==> config.mk <==
export PLATFORM = sky130hd
export DESIGN_NAME = interleaved_matcher
export DESIGN_NICKNAME = d
export VERILOG_FILES = /design/src/rtl/sm_pkg.sv /design/src/rtl/sm_substr_track.sv /design/src/rtl/sm_lane_fsm.sv /design/src/rtl/sm_combine.sv /design/src/rtl/interleaved_matcher.sv
export SDC_FILE = /design/constraint.sdc
export NUM_CORES = 1
export LEC_CHECK = 0
export ABC_AREA = 1
export CAP_MARGIN = 20
export CORE_MARGIN = 2
export CORE_UTILIZATION = 64
export DETAILED_ROUTE_END_ITERATION = 10
export DONT_BUFFER_PORTS = 1
export PLACE_DENSITY = 0.8
export SLEW_MARGIN = 20
export SYNTH_ARGS = -nofsm -noshare
export SYNTH_HDL_FRONTEND = slang
export SYNTH_HIERARCHICAL = 1
export SYNTH_SLANG_ARGS = --single-unit
export TNS_END_PERCENT = 20
==> constraint.sdc <==
create_clock -name clk -period 1.1 [get_ports clk]
set_input_delay 0.165 -clock clk [delete_from_list [all_inputs] [get_ports clk]]
set_output_delay 0.165 -clock clk [all_outputs]
set_load 0.05 [all_outputs]
==> src/rtl/sm_pkg.sv <==
package sm_pkg;

  // Number of characters in interleaved substring j of a string of length l.
  function automatic int sub_len(input int l, input int w, input int j);
    return (l - j + w - 1) / w;
  endfunction

  // Distance, in bytes, from the last character of substring j to the
  // last character of the whole string.
  function automatic int end_gap(input int l, input int w, input int j);
    int last_idx;
    last_idx = j + (sub_len(l, w, j) - 1) * w;
    return l - 1 - last_idx;
  endfunction

endpackage

==> src/rtl/sm_substr_track.sv <==
// Tracks one interleaved substring over the bytes of one lane.
module sm_substr_track #(
  parameter int                 W       = 4,
  parameter int                 L       = 14,
  parameter int                 J       = 0,
  parameter logic [8*L-1:0]     PATTERN = "tick-tock-tick"
) (
  input  logic       clk,
  input  logic       rst,
  input  logic       valid_i,
  input  logic [7:0] byte_i,
  output logic       hit_o
);
  localparam int LEN = sm_pkg::sub_len(L, W, J);

  logic [LEN-1:0] eq;

  for (genvar k = 0; k < LEN; k++) begin : g_cmp
    localparam int         IDX = J + k * W;
    localparam logic [7:0] CH  = PATTERN[8*(L-1-IDX) +: 8];
    assign eq[k] = (byte_i == CH);
  end

  if (LEN == 1) begin : g_single
    assign hit_o = valid_i & eq[0];
  end else begin : g_multi
    logic [LEN-2:0] state_q;
    logic [LEN-1:0] chain;

    assign chain[0] = eq[0];
    for (genvar k = 1; k < LEN; k++) begin : g_chain
      assign chain[k] = state_q[k-1] & eq[k];
    end

    always_ff @(posedge clk) begin
      if (rst) begin
        state_q <= '0;
      end else if (valid_i) begin
        state_q <= chain[LEN-2:0];
      end
    end

    assign hit_o = valid_i & chain[LEN-1];
  end

endmodule

==> src/rtl/sm_lane_fsm.sv <==
// One byte lane: follows every interleaved substring on its own bytes.
module sm_lane_fsm #(
  parameter int             W       = 4,
  parameter int             L       = 14,
  parameter logic [8*L-1:0] PATTERN = "tick-tock-tick"
) (
  input  logic         clk,
  input  logic         rst,
  input  logic         valid_i,
  input  logic [7:0]   byte_i,
  output logic [W-1:0] hit_o
);

  for (genvar j = 0; j < W; j++) begin : g_sub
    sm_substr_track #(
      .W(W), .L(L), .J(j), .PATTERN(PATTERN)
    ) u_trk (
      .clk    (clk),
      .rst    (rst),
      .valid_i(valid_i),
      .byte_i (byte_i),
      .hit_o  (hit_o[j])
    );
  end

endmodule

==> src/rtl/sm_combine.sv <==
// Joins the per-lane completion vectors into per-lane end matches.
// hits_i bit (lane*W + j) means substring j completed on that lane in this word.
module sm_combine #(
  parameter int W = 4,
  parameter int L = 14
) (
  input  logic           clk,
  input  logic           rst,
  input  logic           valid_i,
  input  logic [W*W-1:0] hits_i,
  output logic           match_o,
  output logic [W-1:0]   lane_o
);
  logic [W*W-1:0] need;
  logic [W-1:0]   end_ok;

  for (genvar e = 0; e < W; e++) begin : g_end
    for (genvar j = 0; j < W; j++) begin : g_sub
      localparam int D = sm_pkg::end_gap(L, W, j);
      localparam int T = e - D;
      if (T >= 0) begin : g_cur
        assign need[e*W+j] = hits_i[T*W+j];
      end else begin : g_prev
        logic h_q;
        always_ff @(posedge clk) begin
          if (rst) begin
            h_q <= 1'b0;
          end else if (valid_i) begin
            h_q <= hits_i[(T+W)*W+j];
          end
        end
        assign need[e*W+j] = h_q;
      end
    end
    assign end_ok[e] = &need[e*W +: W];
  end

  always_ff @(posedge clk) begin
    if (rst) begin
      lane_o  <= '0;
      match_o <= 1'b0;
    end else begin
      lane_o  <= valid_i ? end_ok : '0;
      match_o <= valid_i & (|end_ok);
    end
  end

endmodule

==> src/rtl/interleaved_matcher.sv <==
module interleaved_matcher #(
  parameter int             W       = 4,
  parameter int             L       = 14,
  parameter logic [8*L-1:0] PATTERN = "tick-tock-tick"
) (
  input  logic           clk,
  input  logic           rst,
  input  logic           in_valid,
  input  logic [8*W-1:0] in_data,
  output logic           match_o,
  output logic [W-1:0]   match_lane_o
);
  logic [W*W-1:0] hits;

  for (genvar g = 0; g < W; g++) begin : g_lane
    sm_lane_fsm #(
      .W(W), .L(L), .PATTERN(PATTERN)
    ) u_lane (
      .clk    (clk),
      .rst    (rst),
      .valid_i(in_valid),
      .byte_i (in_data[8*g +: 8]),
      .hit_o  (hits[g*W +: W])
    );
  end

  sm_combine #(
    .W(W), .L(L)
  ) u_comb (
    .clk    (clk),
    .rst    (rst),
    .valid_i(in_valid),
    .hits_i (hits),
    .match_o(match_o),
    .lane_o (match_lane_o)
  );

endmodule

==> report_table.html <==
<table>
<tr><th>Metric</th><th>Value</th></tr>
<tr><th colspan="2">Synthesis</th></tr>
<tr><td>Number of register bits inferred by synthesis</td><td>51</td></tr>
<tr><td>Area of the mapped netlist</td><td>3450 um^2</td></tr>
<tr><td>Number of synthesis warnings</td><td>6</td></tr>
<tr><td>Synthesized netlist cell count</td><td>595</td></tr>
<tr><td>Distinct cell type count of the synthesized netlist</td><td>17</td></tr>
<tr><td>Share of the yosys chip area belonging to registers</td><td>29.6%</td></tr>
<tr><td>Synthesized net count</td><td>630</td></tr>
<tr><td>Avg Inst Size Synth</td><td>5.80 um^2</td></tr>
<tr><th colspan="2">Clock tree</th></tr>
<tr><td>Number of buffers created by CTS</td><td>5</td></tr>
<tr><td>Number of buffers between clock root and the deepest sink</td><td>2</td></tr>
<tr><td>Max H-tree Level</td><td>2</td></tr>
<tr><td>Clock-pin slew reported for the worst setup and hold paths after clock tree synthesis</td><td>90 ps</td></tr>
<tr><td>Root Driver</td><td>sky130_fd_sc_hd__clkbuf_8</td></tr>
<tr><td>Latest clock arrival within the worst-skew pair</td><td>300 ps</td></tr>
<tr><td>CTS tree</td><td>built</td></tr>
<tr><td>Post CTS Setup Buffer Count</td><td>0</td></tr>
<tr><td>Hold buffer count at CTS</td><td>1</td></tr>
<tr><td>Clk sinks</td><td>51</td></tr>
<tr><th colspan="2">Power and ir drop</th></tr>
<tr><td>Part of the total power dissipated in combinational logic</td><td>10.6%</td></tr>
<tr><td>Clock share of power</td><td>36.2%</td></tr>
<tr><td>Power per cell area</td><td>934 nW/um^2</td></tr>
<tr><td>Maximum resistive drop on vdd</td><td>560 uV</td></tr>
<tr><td>Proportion of power drawn by flip-flops and latches</td><td>53.2%</td></tr>
<tr><td>Sw Share</td><td>23.9%</td></tr>
<tr><td>Design internal power</td><td>2.65 mW</td></tr>
<tr><td>Switching power</td><td>0.834 mW</td></tr>
<tr><td>Leakage power figure</td><td>1.82 nW</td></tr>
<tr><td>Total design power</td><td>3.49 mW</td></tr>
<tr><th colspan="2">Detailed routing</th></tr>
<tr><td>Avg Vias per Cell</td><td>5.09</td></tr>
<tr><td>First DRT Iteration DRCs</td><td>146</td></tr>
<tr><td>Post-route DRC</td><td>0</td></tr>
<tr><td>Total Wirelength</td><td>7730 um</td></tr>
<tr><td>Number of nets still failing antenna checks after routing</td><td>0</td></tr>
<tr><td>First-pass iteration count of the detailed router</td><td>5</td></tr>
<tr><td>Detail-routed net length per standard cell</td><td>11.4 um</td></tr>
<tr><td>Vias after detailed routing</td><td>3447</td></tr>
<tr><th colspan="2">Place</th></tr>
<tr><td>Placed wire-length estimate after detailed placement</td><td>5370 um</td></tr>
<tr><td>Routability Congestion</td><td>0.840</td></tr>
<tr><td>Post-Place Cell Area</td><td>3570 um^2</td></tr>
<tr><td>Count of buffers inserted at the top-level ports</td><td>0</td></tr>
<tr><th colspan="2">Worst hold path</th></tr>
<tr><td>Tightest Hold Check Type</td><td>in2reg</td></tr>
<tr><th colspan="2">STA</th></tr>
<tr><td>Hold violation total from the final report</td><td>42</td></tr>
<tr><td>Worst hold slack</td><td>-76.2 ps</td></tr>
<tr><td>Time the final worst path needs with I/O delays and setup</td><td>1140 ps</td></tr>
<tr><td>Transition time of the tightest slew-check pin</td><td>410 ps</td></tr>
<tr><td>Final worst-path cycle share</td><td>104%</td></tr>
<tr><td>Skew final</td><td>5.19 ps</td></tr>
<tr><td>Top achievable clock speed</td><td>0.876 GHz</td></tr>
<tr><td>Setup Total Neg Slack</td><td>-42.0 ps</td></tr>
<tr><td>Worst slew slack as a fraction of its limit</td><td>72.6%</td></tr>
<tr><td>Final worst slack</td><td>-42.0 ps</td></tr>
<tr><td>RSZ-0062 raised after global routing</td><td>yes</td></tr>
<tr><td>Count of pins over their slew limit</td><td>0</td></tr>
<tr><td>Final setup fails</td><td>1</td></tr>
<tr><th colspan="2">Cells and area</th></tr>
<tr><td>Count of filler cells inserted in the layout</td><td>488</td></tr>
<tr><td>Fraction of the core area covered by cells at the end of the flow</td><td>72.6%</td></tr>
<tr><td>Multi-input gate area</td><td>1960 um^2</td></tr>
<tr><td>Register area</td><td>1030 um^2</td></tr>
<tr><td>Number of nets at the end of the flow</td><td>642</td></tr>
<tr><td>Area overhead of the layout relative to synthesis</td><td>8.27%</td></tr>
<tr><td>Final design instance area without fill</td><td>3730 um^2</td></tr>
<tr><td>Fraction of final layout cells with drive strength greater than 1</td><td>13.0%</td></tr>
<tr><td>Antenna Cells</td><td>0</td></tr>
<tr><th colspan="2">Die</th></tr>
<tr><td>I/O pin cnt</td><td>40</td></tr>
<tr><td>Core Area</td><td>5140 um^2</td></tr>
<tr><td>Initial Util</td><td>67.1%</td></tr>
<tr><td>Total die area</td><td>5990 um^2</td></tr>
<tr><td>Std-Cell Rows</td><td>26</td></tr>
<tr><td>Die Span Y</td><td>77.4 um</td></tr>
<tr><td>Horiz. Die Dim</td><td>77.4 um</td></tr>
<tr><th colspan="2">Global routing</th></tr>
<tr><td>Antenna violations before repair</td><td>0</td></tr>
<tr><td>Overall track demand over capacity in global routing</td><td>26.7%</td></tr>
<tr><td>Global route overflow</td><td>0</td></tr>
<tr><td>Global-route wire length before repair</td><td>13300 um</td></tr>
<tr><td>Vias in the first global route</td><td>3206</td></tr>
<tr><td>Pin count of the biggest net entering global routing</td><td>58</td></tr>
<tr><th colspan="2">Setup path</th></tr>
<tr><td>Required time at the worst-slack endpoint</td><td>1340 ps</td></tr>
<tr><td>Max FO, Critical Path</td><td>2</td></tr>
<tr><td>Data arrival, critical path</td><td>1380 ps</td></tr>
<tr><td>Critical path start-end classification</td><td>reg2reg</td></tr>
<tr><td>Critical Path Sink Type</td><td>flip-flop</td></tr>
<tr><td>Type of element launching the critical path</td><td>flip-flop</td></tr>
<tr><th colspan="2">Outcome</th></tr>
<tr><td>Failing checks</td><td>hold timing, setup timing</td></tr>
<tr><td>Run status</td><td>complete, but fails checks</td></tr>
<tr><th colspan="2">Run</th></tr>
<tr><td>Count of max-cap constraint violations</td><td>0</td></tr>
</table>
==> final timing paths <==
check                           startpoint              to  slack, ps  cells after the start
worst max-delay path             flip-flop  u_comb/match_o        -40                      6
worst min-delay path                   rst       flip-flop        -80                      1
worst max register to register   flip-flop  u_comb/match_o        -40                      6
worst min register to register   flip-flop       flip-flop        460                      2
==> metrics by stage <==
step / instances / setup WS, ps / hold slack [ps]
floorplan: 595 / 150 / 227
global placement: 669 / -59.4 / 234
detailed placement: 669 / -115 / 235
CTS: 677 / -18.1 / -94.6
global route: 677 / -177 / -110
finish: 677 / -42.0 / -76.2
==> registers in the layout, indices dropped and copies added (netlist names) <==
register	cells
g_lane.u_lane/g_sub.u_trk/g_multi.state_q	40
u_comb/g_end.g_sub.g_prev.h_q	6
u_comb/lane_o	4
u_comb/match_o	1
==> cell families (layout without fill, tap and decap cells) <==
group / Yosys count / in the layout / share of synthesized area [%]
AOI/OAI and AO/OA: 50 / 50 / 8.42
buffers and inverters: 139 / 151 / 15.1
DFF: 51 / 51 / 29.6
and+or+nand+nor: 355 / 355 / 46.8
==> layout make-up <==
type | count | area share (%)
Multi-Input combinational cell | 405 | 52.4
Sequential cell | 51 | 27.5
Inverter | 139 | 14.0
Tap cell | 70 | 2.35
Clock buffer | 6 | 1.94
Timing Repair Buffer | 5 | 1.07
Clock inverter | 1 | 0.804
==> layer usage <==
layer / wire length [um] / share of wire (%) / up-vias / GRT usage, %
met2: 3820 / 49 / 91 / 46.4
met1: 3500 / 45 / 1540 / 34.0
met3: 395 / 5.1 / 2 / 5.70
met4: 21 / 0.27 / 0 / 6.07
met5: 0 / 0 / - / 0
li1: - / - / 1814 / -
==> synthesized netlist by cell type <==
| cell type | instances | share of area (%) |
|---|---|---|
| sky130_fd_sc_hd__a21oi_1 | 38 | 5.5 |
| sky130_fd_sc_hd__a21oi_2 | 8 | 2.0 |
| sky130_fd_sc_hd__dfxtp_1 | 51 | 30 |
| sky130_fd_sc_hd__inv_1 | 134 | 15 |
| sky130_fd_sc_hd__inv_2 | 5 | 0.54 |
| sky130_fd_sc_hd__nand2_1 | 175 | 19 |
| sky130_fd_sc_hd__nand2_2 | 20 | 3.6 |
| sky130_fd_sc_hd__nand3_1 | 56 | 8.1 |
| sky130_fd_sc_hd__nand4_1 | 5 | 0.91 |
| sky130_fd_sc_hd__nor2_1 | 66 | 7.2 |
| sky130_fd_sc_hd__nor2_2 | 8 | 1.5 |
| sky130_fd_sc_hd__nor2_4 | 8 | 2.6 |
| sky130_fd_sc_hd__nor3_1 | 4 | 0.58 |
| sky130_fd_sc_hd__nor3_2 | 8 | 2.3 |
| sky130_fd_sc_hd__nor4_1 | 4 | 0.73 |
| sky130_fd_sc_hd__o21bai_1 | 4 | 0.87 |
| sky130_fd_sc_hd__or2_4 | 1 | 0.25 |
==> what timing repair did <==
item                       CTS  global route
resized for setup            6             7
hold endpoints to repair    46            42
pin swaps                    0             7
setup endpoints to repair    4             6
==> worst max-delay path: stages, from the launching register on <==
cell and delay, ps:
sky130_fd_sc_hd__dfxtp_1 340, sky130_fd_sc_hd__nand3_1 80, sky130_fd_sc_hd__nor4_2 290, sky130_fd_sc_hd__nand4_1 160
sky130_fd_sc_hd__nand2_1 90, sky130_fd_sc_hd__nor2_1 40, sky130_fd_sc_hd__nor2_1 80
==> layout by cell type (no fill, tap or decap) <==
cell type,instances
sky130_fd_sc_hd__a21oi_2,8
sky130_fd_sc_hd__nand2_1,174
sky130_fd_sc_hd__bufinv_16,1
sky130_fd_sc_hd__nor3_1,4
sky130_fd_sc_hd__dfxtp_2,4
sky130_fd_sc_hd__nor2_2,8
sky130_fd_sc_hd__nand3_1,55
sky130_fd_sc_hd__nor4_4,2
sky130_fd_sc_hd__dlygate4sd3_1,1
sky130_fd_sc_hd__nand4_1,5
sky130_fd_sc_hd__inv_1,133
sky130_fd_sc_hd__nand2_2,21
sky130_fd_sc_hd__inv_2,6
sky130_fd_sc_hd__dfxtp_1,47
sky130_fd_sc_hd__nor3_2,8
sky130_fd_sc_hd__nor4_2,2
sky130_fd_sc_hd__nor2_1,66
sky130_fd_sc_hd__or2_4,1
sky130_fd_sc_hd__clkbuf_8,5
sky130_fd_sc_hd__a21oi_1,38
sky130_fd_sc_hd__nor2_4,8
sky130_fd_sc_hd__buf_4,4
sky130_fd_sc_hd__clkbuf_1,1
sky130_fd_sc_hd__nand3_2,1
sky130_fd_sc_hd__o21bai_1,4
==> power by group through the flow <==
stage / sequential (mW) / clock [mW] / combinational, mW
finish: 1.86 / 1.26 / 0.369
global route: 1.86 / 1.37 / 0.430
CTS: 1.86 / 1.30 / 0.364
detailed placement: 1.90 / 0 / 0.349
global placement: 1.90 / 0 / 0.339
floorplan: 1.90 / 0 / 0.306
(Power assumes the default switching activity.)
